### src/rtl/flash_wp_pkg.sv
package flash_wp_pkg;

    localparam logic [7:0] OPC_SET_WEL    = 8'h06;
    localparam logic [7:0] OPC_CLR_WEL    = 8'h04;
    localparam logic [7:0] OPC_WR_STATUS  = 8'h01;
    localparam logic [7:0] OPC_PROGRAM    = 8'h02;
    localparam logic [7:0] OPC_SECT_ERASE = 8'hD8;
    localparam logic [7:0] OPC_CHIP_ERASE = 8'hC7;
    localparam logic [7:0] OPC_SLEEP      = 8'hB9;
    localparam logic [7:0] OPC_WAKE       = 8'hAB;

    localparam int SR_LOCK_BIT = 7;
    localparam int SR_BP_LSB   = 2;

    typedef enum logic [1:0] {
        JOB_STATUS  = 2'd0,
        JOB_PROGRAM = 2'd1,
        JOB_SECTOR  = 2'd2,
        JOB_CHIP    = 2'd3
    } job_e;

    typedef struct packed {
        logic       wel;
        logic [2:0] bp;
        logic       srwd;
        logic       dpd;
        logic       busy;
        job_e       job;
        logic [2:0] pend_bp;
        logic       pend_srwd;
        logic       res_valid;
        logic       res_ok;
        logic       arr_start;
    } gate_state_t;

endpackage

### src/rtl/flash_wp_pwrup.sv
module flash_wp_pwrup #(
    parameter int PU_CYCLES = 64
) (
    input  logic clk,
    input  logic rst_n,
    output logic ready
);
    localparam int CNT_W = $clog2(PU_CYCLES + 1);

    typedef struct packed {
        logic [CNT_W-1:0] cnt;
        logic             rdy;
    } pu_state_t;

    pu_state_t pu_d, pu_q;

    always_comb begin
        pu_d = pu_q;
        if (!pu_q.rdy) begin
            pu_d.cnt = pu_q.cnt + 1'b1;
            if (pu_q.cnt == CNT_W'(PU_CYCLES - 1)) begin
                pu_d.rdy = 1'b1;
            end
        end
    end

    always_ff @(posedge clk or negedge rst_n) begin
        if (!rst_n) begin
            pu_q <= '0;
        end else begin
            pu_q <= pu_d;
        end
    end

    assign ready = pu_q.rdy;

    AST_READY_STICKY: assert property (@(posedge clk) disable iff (!rst_n)
        pu_q.rdy |=> pu_q.rdy);

endmodule

### src/rtl/flash_wp_protdec.sv
module flash_wp_protdec #(
    parameter int SECTOR_BITS = 4
) (
    input  logic [2:0]             bp,
    input  logic [SECTOR_BITS-1:0] sector,
    output logic                   hit,
    output logic                   any
);
    localparam int NSECT = 1 << SECTOR_BITS;

    logic [NSECT-1:0] mask;

    generate
        for (genvar s = 0; s < NSECT; s++) begin : g_sec
            assign mask[s] = (bp != 3'd0) &&
                             ((32'(bp) > 32'(SECTOR_BITS)) ||
                              (32'(s) >= 32'(NSECT) - (32'd1 << (32'(bp) - 32'd1))));
        end
    endgenerate

    assign hit = mask[sector];
    assign any = |bp;

endmodule

### src/rtl/flash_wp_gate.sv
module flash_wp_gate
    import flash_wp_pkg::*;
#(
    parameter int ADDR_W      = 24,
    parameter int EDGE_W      = 16,
    parameter int SECTOR_BITS = 4,
    parameter int SECT_LSB    = 16,
    parameter int PU_CYCLES   = 64
) (
    input  logic              clk,
    input  logic              rst_n,
    input  logic              cmd_valid,
    input  logic [7:0]        cmd_op,
    input  logic [ADDR_W-1:0] cmd_addr,
    input  logic [7:0]        cmd_data,
    input  logic [EDGE_W-1:0] cmd_edges,
    input  logic              wp_n,
    input  logic              arr_done,
    output logic              pu_ready,
    output logic              res_valid,
    output logic              res_ok,
    output logic              arr_start,
    output logic [1:0]        arr_kind,
    output logic [ADDR_W-1:0] arr_addr,
    output logic              busy,
    output logic              wel,
    output logic [2:0]        bp,
    output logic              srwd,
    output logic              dpd
);
    gate_state_t       st_d, st_q;
    logic [ADDR_W-1:0] addr_d, addr_q;

    logic [SECTOR_BITS-1:0] cmd_sector;
    logic                   sect_hit;
    logic                   bp_any;
    logic                   edges_ok;
    logic                   ready;
    logic                   unused_bits;

    assign cmd_sector  = cmd_addr[SECT_LSB +: SECTOR_BITS];
    assign edges_ok    = (cmd_edges[2:0] == 3'd0);
    assign unused_bits = ^{cmd_data[6:5], cmd_data[1:0], cmd_edges[EDGE_W-1:3]};

    flash_wp_pwrup #(.PU_CYCLES(PU_CYCLES)) pwrup_i (
        .clk   (clk),
        .rst_n (rst_n),
        .ready (ready)
    );

    flash_wp_protdec #(.SECTOR_BITS(SECTOR_BITS)) protdec_i (
        .bp     (st_q.bp),
        .sector (cmd_sector),
        .hit    (sect_hit),
        .any    (bp_any)
    );

    always_comb begin
        logic gate_ok;
        st_d           = st_q;
        addr_d         = addr_q;
        st_d.res_valid = 1'b0;
        st_d.res_ok    = 1'b0;
        st_d.arr_start = 1'b0;
        gate_ok        = ready && st_q.wel && edges_ok;

        if (st_q.busy) begin
            if (arr_done) begin
                st_d.busy = 1'b0;
                st_d.wel  = 1'b0;
                if (st_q.job == JOB_STATUS) begin
                    st_d.bp   = st_q.pend_bp;
                    st_d.srwd = st_q.pend_srwd;
                end
            end
        end else if (cmd_valid) begin
            if (st_q.dpd) begin
                if (cmd_op == OPC_WAKE) begin
                    st_d.dpd = 1'b0;
                end
            end else begin
                case (cmd_op)
                    OPC_SET_WEL: st_d.wel = 1'b1;
                    OPC_CLR_WEL: st_d.wel = 1'b0;
                    OPC_SLEEP:   st_d.dpd = 1'b1;
                    OPC_WR_STATUS: begin
                        st_d.res_valid = 1'b1;
                        if (gate_ok && !(st_q.srwd && !wp_n)) begin
                            st_d.res_ok    = 1'b1;
                            st_d.busy      = 1'b1;
                            st_d.arr_start = 1'b1;
                            st_d.job       = JOB_STATUS;
                            st_d.pend_bp   = cmd_data[SR_BP_LSB +: 3];
                            st_d.pend_srwd = cmd_data[SR_LOCK_BIT];
                            addr_d         = cmd_addr;
                        end
                    end
                    OPC_PROGRAM: begin
                        st_d.res_valid = 1'b1;
                        if (gate_ok && !sect_hit) begin
                            st_d.res_ok    = 1'b1;
                            st_d.busy      = 1'b1;
                            st_d.arr_start = 1'b1;
                            st_d.job       = JOB_PROGRAM;
                            addr_d         = cmd_addr;
                        end
                    end
                    OPC_SECT_ERASE: begin
                        st_d.res_valid = 1'b1;
                        if (gate_ok && !sect_hit) begin
                            st_d.res_ok    = 1'b1;
                            st_d.busy      = 1'b1;
                            st_d.arr_start = 1'b1;
                            st_d.job       = JOB_SECTOR;
                            addr_d         = cmd_addr;
                        end
                    end
                    OPC_CHIP_ERASE: begin
                        st_d.res_valid = 1'b1;
                        if (gate_ok && !bp_any) begin
                            st_d.res_ok    = 1'b1;
                            st_d.busy      = 1'b1;
                            st_d.arr_start = 1'b1;
                            st_d.job       = JOB_CHIP;
                            addr_d         = cmd_addr;
                        end
                    end
                    default: ;
                endcase
            end
        end
    end

    always_ff @(posedge clk or negedge rst_n) begin
        if (!rst_n) begin
            st_q   <= '0;
            addr_q <= '0;
        end else begin
            st_q   <= st_d;
            addr_q <= addr_d;
        end
    end

    assign pu_ready  = ready;
    assign res_valid = st_q.res_valid;
    assign res_ok    = st_q.res_ok;
    assign arr_start = st_q.arr_start;
    assign arr_kind  = st_q.job;
    assign arr_addr  = addr_q;
    assign busy      = st_q.busy;
    assign wel       = st_q.wel;
    assign bp        = st_q.bp;
    assign srwd      = st_q.srwd;
    assign dpd       = st_q.dpd;

    AST_OK_NEEDS_WEL: assert property (@(posedge clk) disable iff (!rst_n)
        (st_q.res_valid && st_q.res_ok) |-> $past(st_q.wel));

    AST_DONE_CLEARS_WEL: assert property (@(posedge clk) disable iff (!rst_n)
        (st_q.busy && arr_done) |=> (!st_q.busy && !st_q.wel));

    AST_WHOLE_BYTES: assert property (@(posedge clk) disable iff (!rst_n)
        (st_q.res_valid && st_q.res_ok) |-> $past(cmd_edges[2:0] == 3'd0));

    AST_CHIP_ERASE_BP: assert property (@(posedge clk) disable iff (!rst_n)
        (cmd_valid && cmd_op == OPC_CHIP_ERASE && st_q.bp != 3'd0) |=> !st_q.res_ok);

    AST_OK_NEEDS_READY: assert property (@(posedge clk) disable iff (!rst_n)
        (st_q.res_valid && st_q.res_ok) |-> $past(ready));

    AST_SILENT_BUSY: assert property (@(posedge clk) disable iff (!rst_n)
        st_q.res_valid |-> !$past(st_q.busy));

    AST_DPD_HOLDS: assert property (@(posedge clk) disable iff (!rst_n)
        (st_q.dpd && !(cmd_valid && cmd_op == OPC_WAKE)) |=> st_q.dpd);

    AST_DPD_SILENT: assert property (@(posedge clk) disable iff (!rst_n)
        st_q.dpd |=> !st_q.res_valid);

    AST_START_PAIRS: assert property (@(posedge clk) disable iff (!rst_n)
        st_q.arr_start |-> (st_q.res_valid && st_q.res_ok && st_q.busy));

endmodule

### config.mk
export PLATFORM = sky130hd
export DESIGN_NAME = flash_wp_gate
export DESIGN_NICKNAME = d
export VERILOG_FILES = /design/src/rtl/flash_wp_pkg.sv /design/src/rtl/flash_wp_pwrup.sv /design/src/rtl/flash_wp_protdec.sv /design/src/rtl/flash_wp_gate.sv
export SDC_FILE = /design/constraint.sdc
export NUM_CORES = 1
export LEC_CHECK = 0
export BUFFER_PORTS_ARGS = -buffer_cell sky130_fd_sc_hd__buf_4
export CAP_MARGIN = 10
export CORE_MARGIN = 2
export CORE_UTILIZATION = 40
export CTS_CLUSTER_DIAMETER = 40
export DETAILED_ROUTE_END_ITERATION = 6
export PLACE_DENSITY = 0.7
export SYNTH_ARGS = -nofsm -noshare
export SYNTH_HDL_FRONTEND = slang
export SYNTH_SLANG_ARGS = --single-unit
### constraint.sdc
create_clock -name clk -period 3.6 [get_ports clk]
set_clock_uncertainty 0.15 [all_clocks]
set_input_delay 0.9 -clock clk [delete_from_list [all_inputs] [get_ports clk]]
set_output_delay 0.9 -clock clk [all_outputs]
set_load 0.02 [all_outputs]
==> results.ini, run 1 <==
[cells_and_area]
diodes = 0
area_growth_pct = 36.1
nets = 398
drive_gt1_share_pct = 40.5

[cts]
cts.sink_count = 47
cts_made_buffers = 5
clk_path_buf_depth = 2
path_clk_slew_ns = 0.09
clock_latency_ns = 0.29
clock-root-buffer = clkbuf_8
cts_tree = yes
htreeDepth = 2

[worst_setup_path]
arrival_ns = 3.45
worst-path-max-fanout = 5
path_cells = inv_2, ha_2, ha_4, nand3_2, inv_1, ha_1, nor4bb_2, a31oi_1, maj3_2, o211ai_2, a21oi_2, o21ai_4, clkbuf_16, buf_4, mux2_1
critPathKind = reg2reg
cp.buffers_inverters = 4
slowest_stage = dfrtp_2
crit_path_end_kind = flip-flop
required_ns = 3.64
cp_top_family = adder cells
start_kind = flip-flop
critPathMaxStageDelay_ns = 0.44

[power_and_ir_drop]
clock_power_share_pct = 32.1
leakage_nw = 1.74
p_switching_uw = 285
power.total_mw = 1.09
p_seq_share_pct = 49.3
combinationalPowerShare_pct = 18.7
vdd_ir_drop_max_mv = 0.194
p_int_uw = 804
power.density_nw_per_um2 = 310
swShare_pct = 26.2

[timing]
relSlewSlack_pct = 49.8
max_freq_mhz = 292
fin_crit_sh_pct = 95.0
setup_tns_ns = 0
setup_violations = 0
tightest_slew_ns = 0.748
rsz0062_at_grt = no
period_minus_slack_ns = 3.42
maxSlewViolCount = 0
final_hold_viol_count = 0

[route]
drc_errors = 0
avgRoutedWirePerCell_um = 14.7
ant_nets = 0
firstDrtPassIters = 4
detail_route.iter0.violations = 80
wl_um = 5910
vias = 2105
vias_per_cell = 5.22

[yosys]
syn_nets = 304
syn_area_um2 = 2580
synth-seq-cells = 47
synth_area_leader_cell = dfrtp_1
synth_ff_type = dfrtp_1
yosysWarnings = 0
synth_area_leaders = dfrtp_1 46%, mux2_1 8.7%, ha_1 5.8%
synth.top_cell.area_share_pct = 45.5
synth_edf_count = 0
async_flop_share_pct = 100
synth_cells = 231
yosysUniqueCellTypes = 54
syn_avg_cell_area_um2 = 11.2
ys_seq_area_share_pct = 45.5

[worst_hold_path]
min_path_type = reg2reg

[grt]
grt_pass1_vias = 2210
grt_start_max_net_pins = 48
grt_first_pass_wirelength_um = 9490
grt-ovfl-total = 0
grt_usage_pct = 16.1
antenna_found_initial = 0

[floorplan]
initial_core_util_pct = 40.9
rows = 29
die_h_um = 84.4
design.core.area_um2 = 6310
die-area_um2 = 7120
io_pins = 98
die_w_um = 84.4

[status]
status = complete, no violations

[job]
maxCapViolCount = 0

[place]
dp_hpwl_um = 4300
gp_congestion = 0.783
numPortBuffers = 80

==> cells in the final DEF (no fill, tap or decap), types with 2 or more instances in the layout <==
cell / n
or3_1: 2
nor2_1: 6
inv_1: 15
nor2b_1: 2
clkbuf_16: 2
clkbuf_8: 7
nor4_1: 3
o21ai_0: 12
ha_1: 10
and3_1: 3
nand2_1: 16
mux2_2: 9
nor3b_1: 3
dfrtp_1: 46
o22ai_1: 2
nand4b_1: 3
a21oi_1: 3
mux2_1: 20
nand3_2: 2
xor2_1: 2
a311oi_1: 3
nor3_1: 8
xnor2_1: 5
nand3_1: 4
nand2b_1: 4
a2bb2oi_1: 3
buf_4: 94
a31oi_1: 2
nand3b_1: 2
o21a_1: 2
o21bai_1: 2
==> registers in the layout, indices dropped and copies added (netlist names) <==
name and cells:
arr_addr 24, srwd 1, busy 1, bp 3, pwrup_i.ready 1, wel 1, pwrup_i.pu_q 7, arr_start 1
arr_kind 2, res_valid 1, st_q 4, dpd 1
==> power groups by stage <==
stage | combinational [mW] | clock (mW) | sequential [mW]
finish | 0.203 | 0.349 | 0.536
global route | 0.226 | 0.384 | 0.537
CTS | 0.195 | 0.360 | 0.536
detailed placement | 0.194 | 0 | 0.547
global placement | 0.189 | 0 | 0.547
floorplan | 0.104 | 0 | 0.548
==> per-layer routing <==
metal | vias to the layer above | global-route usage, % | part of all wire, %
met5 | - | 0 | 0
met2 | 72 | 27.0 | 47
met1 | 1001 | 18.8 | 43
li1 | 1024 | - | -
met3 | 8 | 7.08 | 8.6
met4 | 0 | 4.76 | 1.1
==> Yosys cell counts (all sizes together), types with 2 or more instances <==
cell type	number
nand3	6
xnor2	5
dfrtp	47
nor2b	2
nor4	3
o21ai	14
buf	9
a2bb2oi	3
a21oi	4
and3	3
ha	12
xor2	2
a31oi	2
nand2b	4
nand4b	3
nand3b	2
or3	2
nor3	8
inv	16
mux2	29
nor3b	3
nor2	6
o22ai	2
o21a	2
o221a	2
nand2	16
o21bai	2
a311oi	3
==> final cells by class <==
class	instances	area, µm²
clock buffers	7	96.3
repair buffers	97	776
multi-input cells	158	1300
clock inverters	1	7.51
well taps	77	96.3
inverters	16	60.1
flip-flops and latches	47	1180
fillers	581	2800
==> worst paths after layout <==
kind	from	end	slack (ns)	cells after the start
setup / recovery	bp[0]$_DFFE_PN0P_	arr_addr[20]$_DFFE_PN0P_	0.18	15
hold / removal	pwrup_i.pu_q[6]$_DFFE_PN0N_	pwrup_i.pu_q[6]$_DFFE_PN0N_	0.32	1
setup reg to reg	bp[0]$_DFFE_PN0P_	arr_addr[20]$_DFFE_PN0P_	0.18	15
hold reg to reg	pwrup_i.pu_q[6]$_DFFE_PN0N_	pwrup_i.pu_q[6]$_DFFE_PN0N_	0.32	1
max in group asynchronous	rst_n	bp[0]$_DFFE_PN0P_	2.41	1
min in group asynchronous	rst_n	arr_addr[0]$_DFFE_PN0P_	0.45	1
==> stage by stage <==
step	cells	setup WS, ns	hold WS [ns]	util, %	area, µm²
detailed placement	387	0.0584	0.302	52.0	3290
global route	403	0.00831	0.347	55.7	3520
CTS	395	0.0462	0.318	53.7	3390
floorplan	231	0.0445	0.284	-	2580
finish	403	0.180	0.319	55.7	3520
global placement	387	0.115	0.301	52.0	3290
==> kinds of logic after synthesis <==
family                   share of synthesized area, %
XOR/XNOR                                         2.37
AO/OA/AOI/OAI                                    14.0
buffers and inverters                            5.28
AND/OR/NAND/NOR                                  13.9
adder cells (fa/ha/maj)                          6.20
multiplexers                                     12.6
flip-flops                                       45.5
==> timing repair <==
action / 4_1_cts / 5_1_grt
hold buffers: 0 / 0
gates resized for setup: 0 / 8
setup buffers: 0 / 6
endpoints found under the setup margin: 0 / 23
No activity file was read; power rests on OpenSTA's default activity.
==> run 2: changes to the inputs <==
Settings changed: MAX_ROUTING_LAYER from default to met4.
==> run 2 against run 1 <==
Cell area stayed put. Non-clock buffer count stayed put. Total power is 0.13% lower. Routed wire length is 0.10% higher. Critical endpoint unchanged. Final cell count stayed put. Global-route usage is 0.49 points higher. Via count is 0.38% higher. Worst hold slack hardly changed. Sequential power hardly changed. Critical path depth stayed put. Largest power group unchanged. Sequential share of layout area stayed put.
==> results.ini, run 2 (synthesis results as in run 1) <==
[floorplan]
die_w_um = 84.4
design.core.area_um2 = 6310
rows = 29
initial_core_util_pct = 40.9
die_h_um = 84.4
die-area_um2 = 7120
io_pins = 98

[cells_and_area]
drive_gt1_share_pct = 40.5
layout_common_cells = 94 x buf_4, 46 x dfrtp_1, 20 x mux2_1, 16 x nand2_1, 15 x inv_1
diodes = 0
area_growth_pct = 36.1
nets = 398
final_cells = 403
largest_register_ffs = 24
layout_commonest_cell = buf_4

[timing]
relSlewSlack_pct = 52.1
setup_tns_ns = 0
rsz0062_at_grt = no
setup_violations = 0
fin_crit_sh_pct = 94.9
max_freq_mhz = 293
period_minus_slack_ns = 3.42
final_hold_viol_count = 0
tightest_slew_ns = 0.713
maxSlewViolCount = 0

[route]
ant_nets = 0
drc_errors = 0
wl_um = 5920
vias = 2113
avgRoutedWirePerCell_um = 14.7
detail_route.iter0.violations = 97
firstDrtPassIters = 4
vias_per_cell = 5.24

[cts]
cts.sink_count = 47
cts_tree = yes
clock-root-buffer = clkbuf_8
holdBufCountCts = 0
path_clk_slew_ns = 0.09
htreeDepth = 2
cts_made_buffers = 5
clk_path_buf_depth = 2
clock_latency_ns = 0.29

[grt]
grt_pass1_vias = 2211
antenna_found_initial = 0
grt-ovfl-total = 0
grt_first_pass_wirelength_um = 9480
grt_start_max_net_pins = 48
grt_usage_pct = 16.6

[worst_setup_path]
rrSetupSlack_ns = 0.18
crit_cells = 15
cp_top_family = compound AO/OA/AOI/OAI gates
r2r_cells = 15
critPathMaxStageDelay_ns = 0.40
cp_common_cell = buf_4
r2r-end = arr_addr[20]$_DFFE_PN0P_
slowest_stage = dfrtp_2
path_cells = inv_2, ha_2, ha_4, nand3_2, buf_4, ha_1, nand2b_1, a311oi_1, o221a_1, a31oi_1, a21oi_2, o21ai_4, clkbuf_16, buf_4, mux2_1
critPathKind = reg2reg
required_ns = 3.64
crit_path_end_kind = flip-flop
arrival_ns = 3.45
reg2reg_from = bp[0]$_DFFE_PN0P_
start_kind = flip-flop
worst-path-max-fanout = 5
endpoint = arr_addr[20]$_DFFE_PN0P_
cp.buffers_inverters = 4
crit_start = bp[0]$_DFFE_PN0P_

[job]
maxCapViolCount = 0

[power_and_ir_drop]
leakage_nw = 1.74
power.density_nw_per_um2 = 309
vdd_ir_drop_max_mv = 0.194
power.total_mw = 1.09

[place]
place_inst = 387
gp_congestion = 0.794
dp_hpwl_um = 4300
numPortBuffers = 80

[worst_hold_path]
min_path_type = reg2reg

[status]
status = complete, no violations

run 2: cell counts in the layout (fill, tap and decap cells not counted):
No cell type changed its count.
run 2: worst register-to-register path: cells and delay by family, from the launching register on:
family	cells	cell delay [ns]
compound gates	5	0.92
fa+ha+maj	3	0.77
buf+inv	4	0.53
flops	1	0.40
mux	1	0.31
simple gates	2	0.24
run 2: where the power goes:
part	internal (mW)	switching, mW
combinational	0.0976	0.106
sequential	0.531	0.00500
clock	0.175	0.173
total	0.804	0.284
run 2: layer usage:
metal,global-route usage (%),up-vias,wire (µm)
li1,-,1022,-
met4,4.76,0,66
met1,20.1,1011,2640
met2,27.0,72,2810
met3,5.01,8,396
met5,-,-,0
run 2: per-stage QoR:
| stage | utilization [%] | hold WS (ns) | instance area (µm²) | setup WS, ns |
|---|---|---|---|---|
| 4_1_cts | 53.7 | 0.318 | 3390 | 0.0462 |
| 3_5_place_dp | 52.0 | 0.302 | 3290 | 0.0584 |
| 5_1_grt | 55.7 | 0.347 | 3520 | 0.00831 |
| 2_1_floorplan | - | 0.284 | 2580 | 0.0445 |
| 6_report | 55.7 | 0.319 | 3520 | 0.183 |
| 3_3_place_gp | 52.0 | 0.301 | 3290 | 0.115 |
run 2: how the worst min path moves through the flow:
stage | from | endpoint | slack (ns) | depth (start not counted)
6_report | pwrup_i.pu_q[6]$_DFFE_PN0N_ | pwrup_i.pu_q[6]$_DFFE_PN0N_ | 0.32 | 1
3_5_place_dp | pwrup_i.pu_q[6]$_DFFE_PN0N_ | pwrup_i.pu_q[6]$_DFFE_PN0N_ | 0.30 | 1
3_3_place_gp | pwrup_i.pu_q[6]$_DFFE_PN0N_ | pwrup_i.pu_q[6]$_DFFE_PN0N_ | 0.30 | 1
4_1_cts | pwrup_i.pu_q[6]$_DFFE_PN0N_ | pwrup_i.pu_q[6]$_DFFE_PN0N_ | 0.32 | 1
5_1_grt | pwrup_i.pu_q[6]$_DFFE_PN0N_ | pwrup_i.pu_q[6]$_DFFE_PN0N_ | 0.35 | 1
2_1_floorplan | pwrup_i.pu_q[6]$_DFFE_PN0N_ | pwrup_i.pu_q[6]$_DFFE_PN0N_ | 0.28 | 1
run 2: area by class of cell:
type | count | area [µm²]
inverter | 16 | 60.1
tap | 77 | 96.3
multi-input combinational | 158 | 1300
clock inverter | 1 | 7.51
clock buffer | 7 | 96.3
timing repair buffer | 97 | 776
fill | 581 | 2800
sequential | 47 | 1180
run 2: what timing repair did:
| action | in CTS | in global routing |
|---|---|---|
| buffers inserted | 0 | 6 |
| setup endpoints to repair | 0 | 23 |
| gates resized for setup | 0 | 8 |
==> run 3: changes to the inputs <==
Settings changed: ABC_AREA from default to 1, PLACE_DENSITY 0.7 to 0.69.
==> run 3 against run 2 <==
First-iteration DRC count rose by 12%. Largest cell class unchanged. Sequential power rose by 13%. Core utilization fell by 3.2 points. Maximum frequency rose by 5.9%. Final cell count rose by 32%. Sequential share of layout area fell by 0.35 points. Die area rose by 7.0%. Total power rose by 30%. Clock-buffer cell count fell by 1. Setup slack improved by 0.19 ns.
==> results.ini, run 3 <==
[timing]
period_minus_slack_ns = 3.23
relSlewSlack_pct = 60.7
setup_tns_ns = 0
setup_violations = 0
final_hold_viol_count = 0
fin_crit_sh_pct = 89.6
max_freq_mhz = 310
maxSlewViolCount = 0
rsz0062_at_grt = no
fin_ws_ns = 0.374
tightest_slew_ns = 0.589

[floorplan]
rows = 30
die_h_um = 87.3
initial_core_util_pct = 41.1
die-area_um2 = 7620
io_pins = 98
die_w_um = 87.3
design.core.area_um2 = 6760

[job]
maxCapViolCount = 0

[yosys]
synth_area_leader_cell = dfrtp_1
synth_ff_type = dfrtp_1
ys_seq_area_share_pct = 42.4
synth_cells = 370
syn_avg_cell_area_um2 = 7.50
syn_area_um2 = 2770
synth.top_cell.area_share_pct = 42.4
syn_nets = 443
synth_edf_count = 0
synth_area_leaders = dfrtp_1 42%, nand2_1 18%, inv_1 5.5%
yosysUniqueCellTypes = 32
yosysWarnings = 0
async_flop_share_pct = 100
synth_common_cells = 132 x nand2_1, 47 x dfrtp_1, 41 x inv_1
synth-seq-cells = 47
synthMostInstantiatedCell = nand2_1

[worst_hold_path]
min_path_type = reg2reg
hold_start = pwrup_i.pu_q[5]$_DFFE_PN0N_

[cts]
path_clk_slew_ns = 0.09
holdBufCountCts = 0
clock_latency_ns = 0.30
htreeDepth = 2
clk_path_buf_depth = 2
cts_made_buffers = 5
cts_tree = yes
clock-root-buffer = clkbuf_8
cts.sink_count = 47

[power_and_ir_drop]
vdd_ir_drop_max_mv = 0.194
leakage_nw = 2.01
combinationalPowerShare_pct = 33.0
p_seq_share_pct = 42.8
swShare_pct = 34.5
p_switching_uw = 489
power.density_nw_per_um2 = 399
p_int_uw = 927
clock_power_share_pct = 24.2

[cells_and_area]
multi_input_area_um2 = 1350
nFillCells = 672
drive_gt1_share_pct = 26.5
largest_register_ffs = 24
layout_common_cells = 131 x nand2_1, 87 x buf_4, 47 x dfrtp_1, 41 x inv_1, 36 x nor2_1
area_growth_pct = 28.0
layout_commonest_cell = nand2_1
nets = 525
seq_area_um2 = 1180
diodes = 0

[worst_setup_path]
start_kind = flip-flop
reg2reg_from = bp[1]$_DFFE_PN0P_
r2r_cells = 25
rrSetupSlack_ns = 0.37
crit_path_end_kind = flip-flop
r2r-end = arr_addr[11]$_DFFE_PN0P_
required_ns = 3.69
arrival_ns = 3.32
worst-path-max-fanout = 11
crit_start = bp[1]$_DFFE_PN0P_
critPathKind = reg2reg
endpoint = arr_addr[11]$_DFFE_PN0P_

[place]
numPortBuffers = 80
dp_hpwl_um = 4880
dp_slack_ns = 0.117
gp_congestion = 0.858

[route]
vias_per_cell = 4.82
drc_errors = 0
vias = 2569
avgRoutedWirePerCell_um = 11.7
detail_route.iter0.violations = 109
wl_um = 6230
firstDrtPassIters = 5
ant_nets = 0

[grt]
grt_usage_pct = 18.0
grt_first_pass_wirelength_um = 10800
grt_pass1_vias = 2464
grt_start_max_net_pins = 48
antenna_found_initial = 0
grt-ovfl-total = 0

[status]
status = complete, no violations

==> run 3: worst max-delay path: stages (launching register included) <==
cell     delay, ns
dfrtp_1       0.39
inv_1         0.10
ha_1          0.23
ha_4          0.31
nand2_1       0.05
inv_1         0.09
nand2_2       0.10
ha_2          0.22
inv_1         0.05
nand3_1       0.11
nand2_2       0.13
nand2_1       0.08
nor2_1        0.13
nand3_1       0.10
nand2_1       0.07
nand2_1       0.04
nand2_1       0.06
nand2_1       0.06
nand2_1       0.06
nand2_1       0.05
nand3_2       0.10
nand2_2       0.07
nand2_4       0.08
buf_4         0.18
nand2_1       0.07
nand2_1       0.07
==> run 3: power by group through the flow <==
stage	sequential [mW]	combinational, mW	clock (mW)
final	0.606	0.467	0.343
after global placement	0.617	0.448	0
after global routing	0.613	0.525	0.375
after detailed placement	0.617	0.454	0
after CTS	0.607	0.456	0.356
after floorplan	0.672	0.225	0
==> run 3: how the worst min path moves through the flow <==
stage | end | slack (ns) | depth (start not counted)
6_report | pwrup_i.pu_q[5]$_DFFE_PN0N_ | 0.32 | 1
5_1_grt | pwrup_i.pu_q[5]$_DFFE_PN0N_ | 0.36 | 1
4_1_cts | pwrup_i.pu_q[5]$_DFFE_PN0N_ | 0.33 | 1
3_5_place_dp | pwrup_i.pu_q[5]$_DFFE_PN0N_ | 0.32 | 1
3_3_place_gp | pwrup_i.pu_q[6]$_DFFE_PN0N_ | 0.31 | 1
2_1_floorplan | pwrup_i.pu_q[6]$_DFFE_PN0N_ | 0.29 | 1
==> run 3: routing by layer <==
| layer | share of wire [%] | GRT usage, % | routed length, µm | vias to the layer above |
|---|---|---|---|---|
| met3 | 5.0 | 3.22 | 314 | 7 |
| met1 | 44 | 23.1 | 2760 | 1195 |
| li1 | - | - | - | 1314 |
| met2 | 50 | 29.8 | 3090 | 53 |
| met5 | 0 | - | 0 | - |
| met4 | 1.1 | 4.20 | 68 | 0 |
==> run 3: cell families after synthesis <==
logic type | share of synthesized area [%]
muxes | 1.22
and+or+nand+nor | 34.8
buffers and inverters | 9.74
xor gates and xnor gates | 1.89
DFF | 42.4
adders and majority gates | 5.41
AOI/OAI and AO/OA | 4.51
==> run 3: per-stage QoR <==
stage	cells	hold WS (ns)	power [mW]	util (%)	area, µm²
6_report	533	0.322	1.42	52.6	3550
5_1_grt	533	0.357	1.51	52.6	3550
4_1_cts	531	0.330	1.42	52.0	3510
3_5_place_dp	523	0.316	1.07	50.5	3410
3_3_place_gp	523	0.311	1.06	50.5	3410
2_1_floorplan	370	0.292	0.896	-	2770
==> run 3: cell type report <==
| class | instances | share of cell area, % |
|---|---|---|
| multi-input cells | 265 | 38.0 |
| clock inverters | 2 | 0.388 |
| repair buffers | 87 | 18.4 |
| inverters | 46 | 4.93 |
| clock buffers | 6 | 2.33 |
| flip-flops and latches | 47 | 33.1 |
| well taps | 80 | 2.82 |
==> run 3: repair_timing <==
| action | CTS | global route |
|---|---|---|
| setup endpoints to repair | 0 | 28 |
| hold endpoints to repair | 0 | 0 |
| buffers inserted | 0 | 2 |
| resized for setup | 0 | 7 |
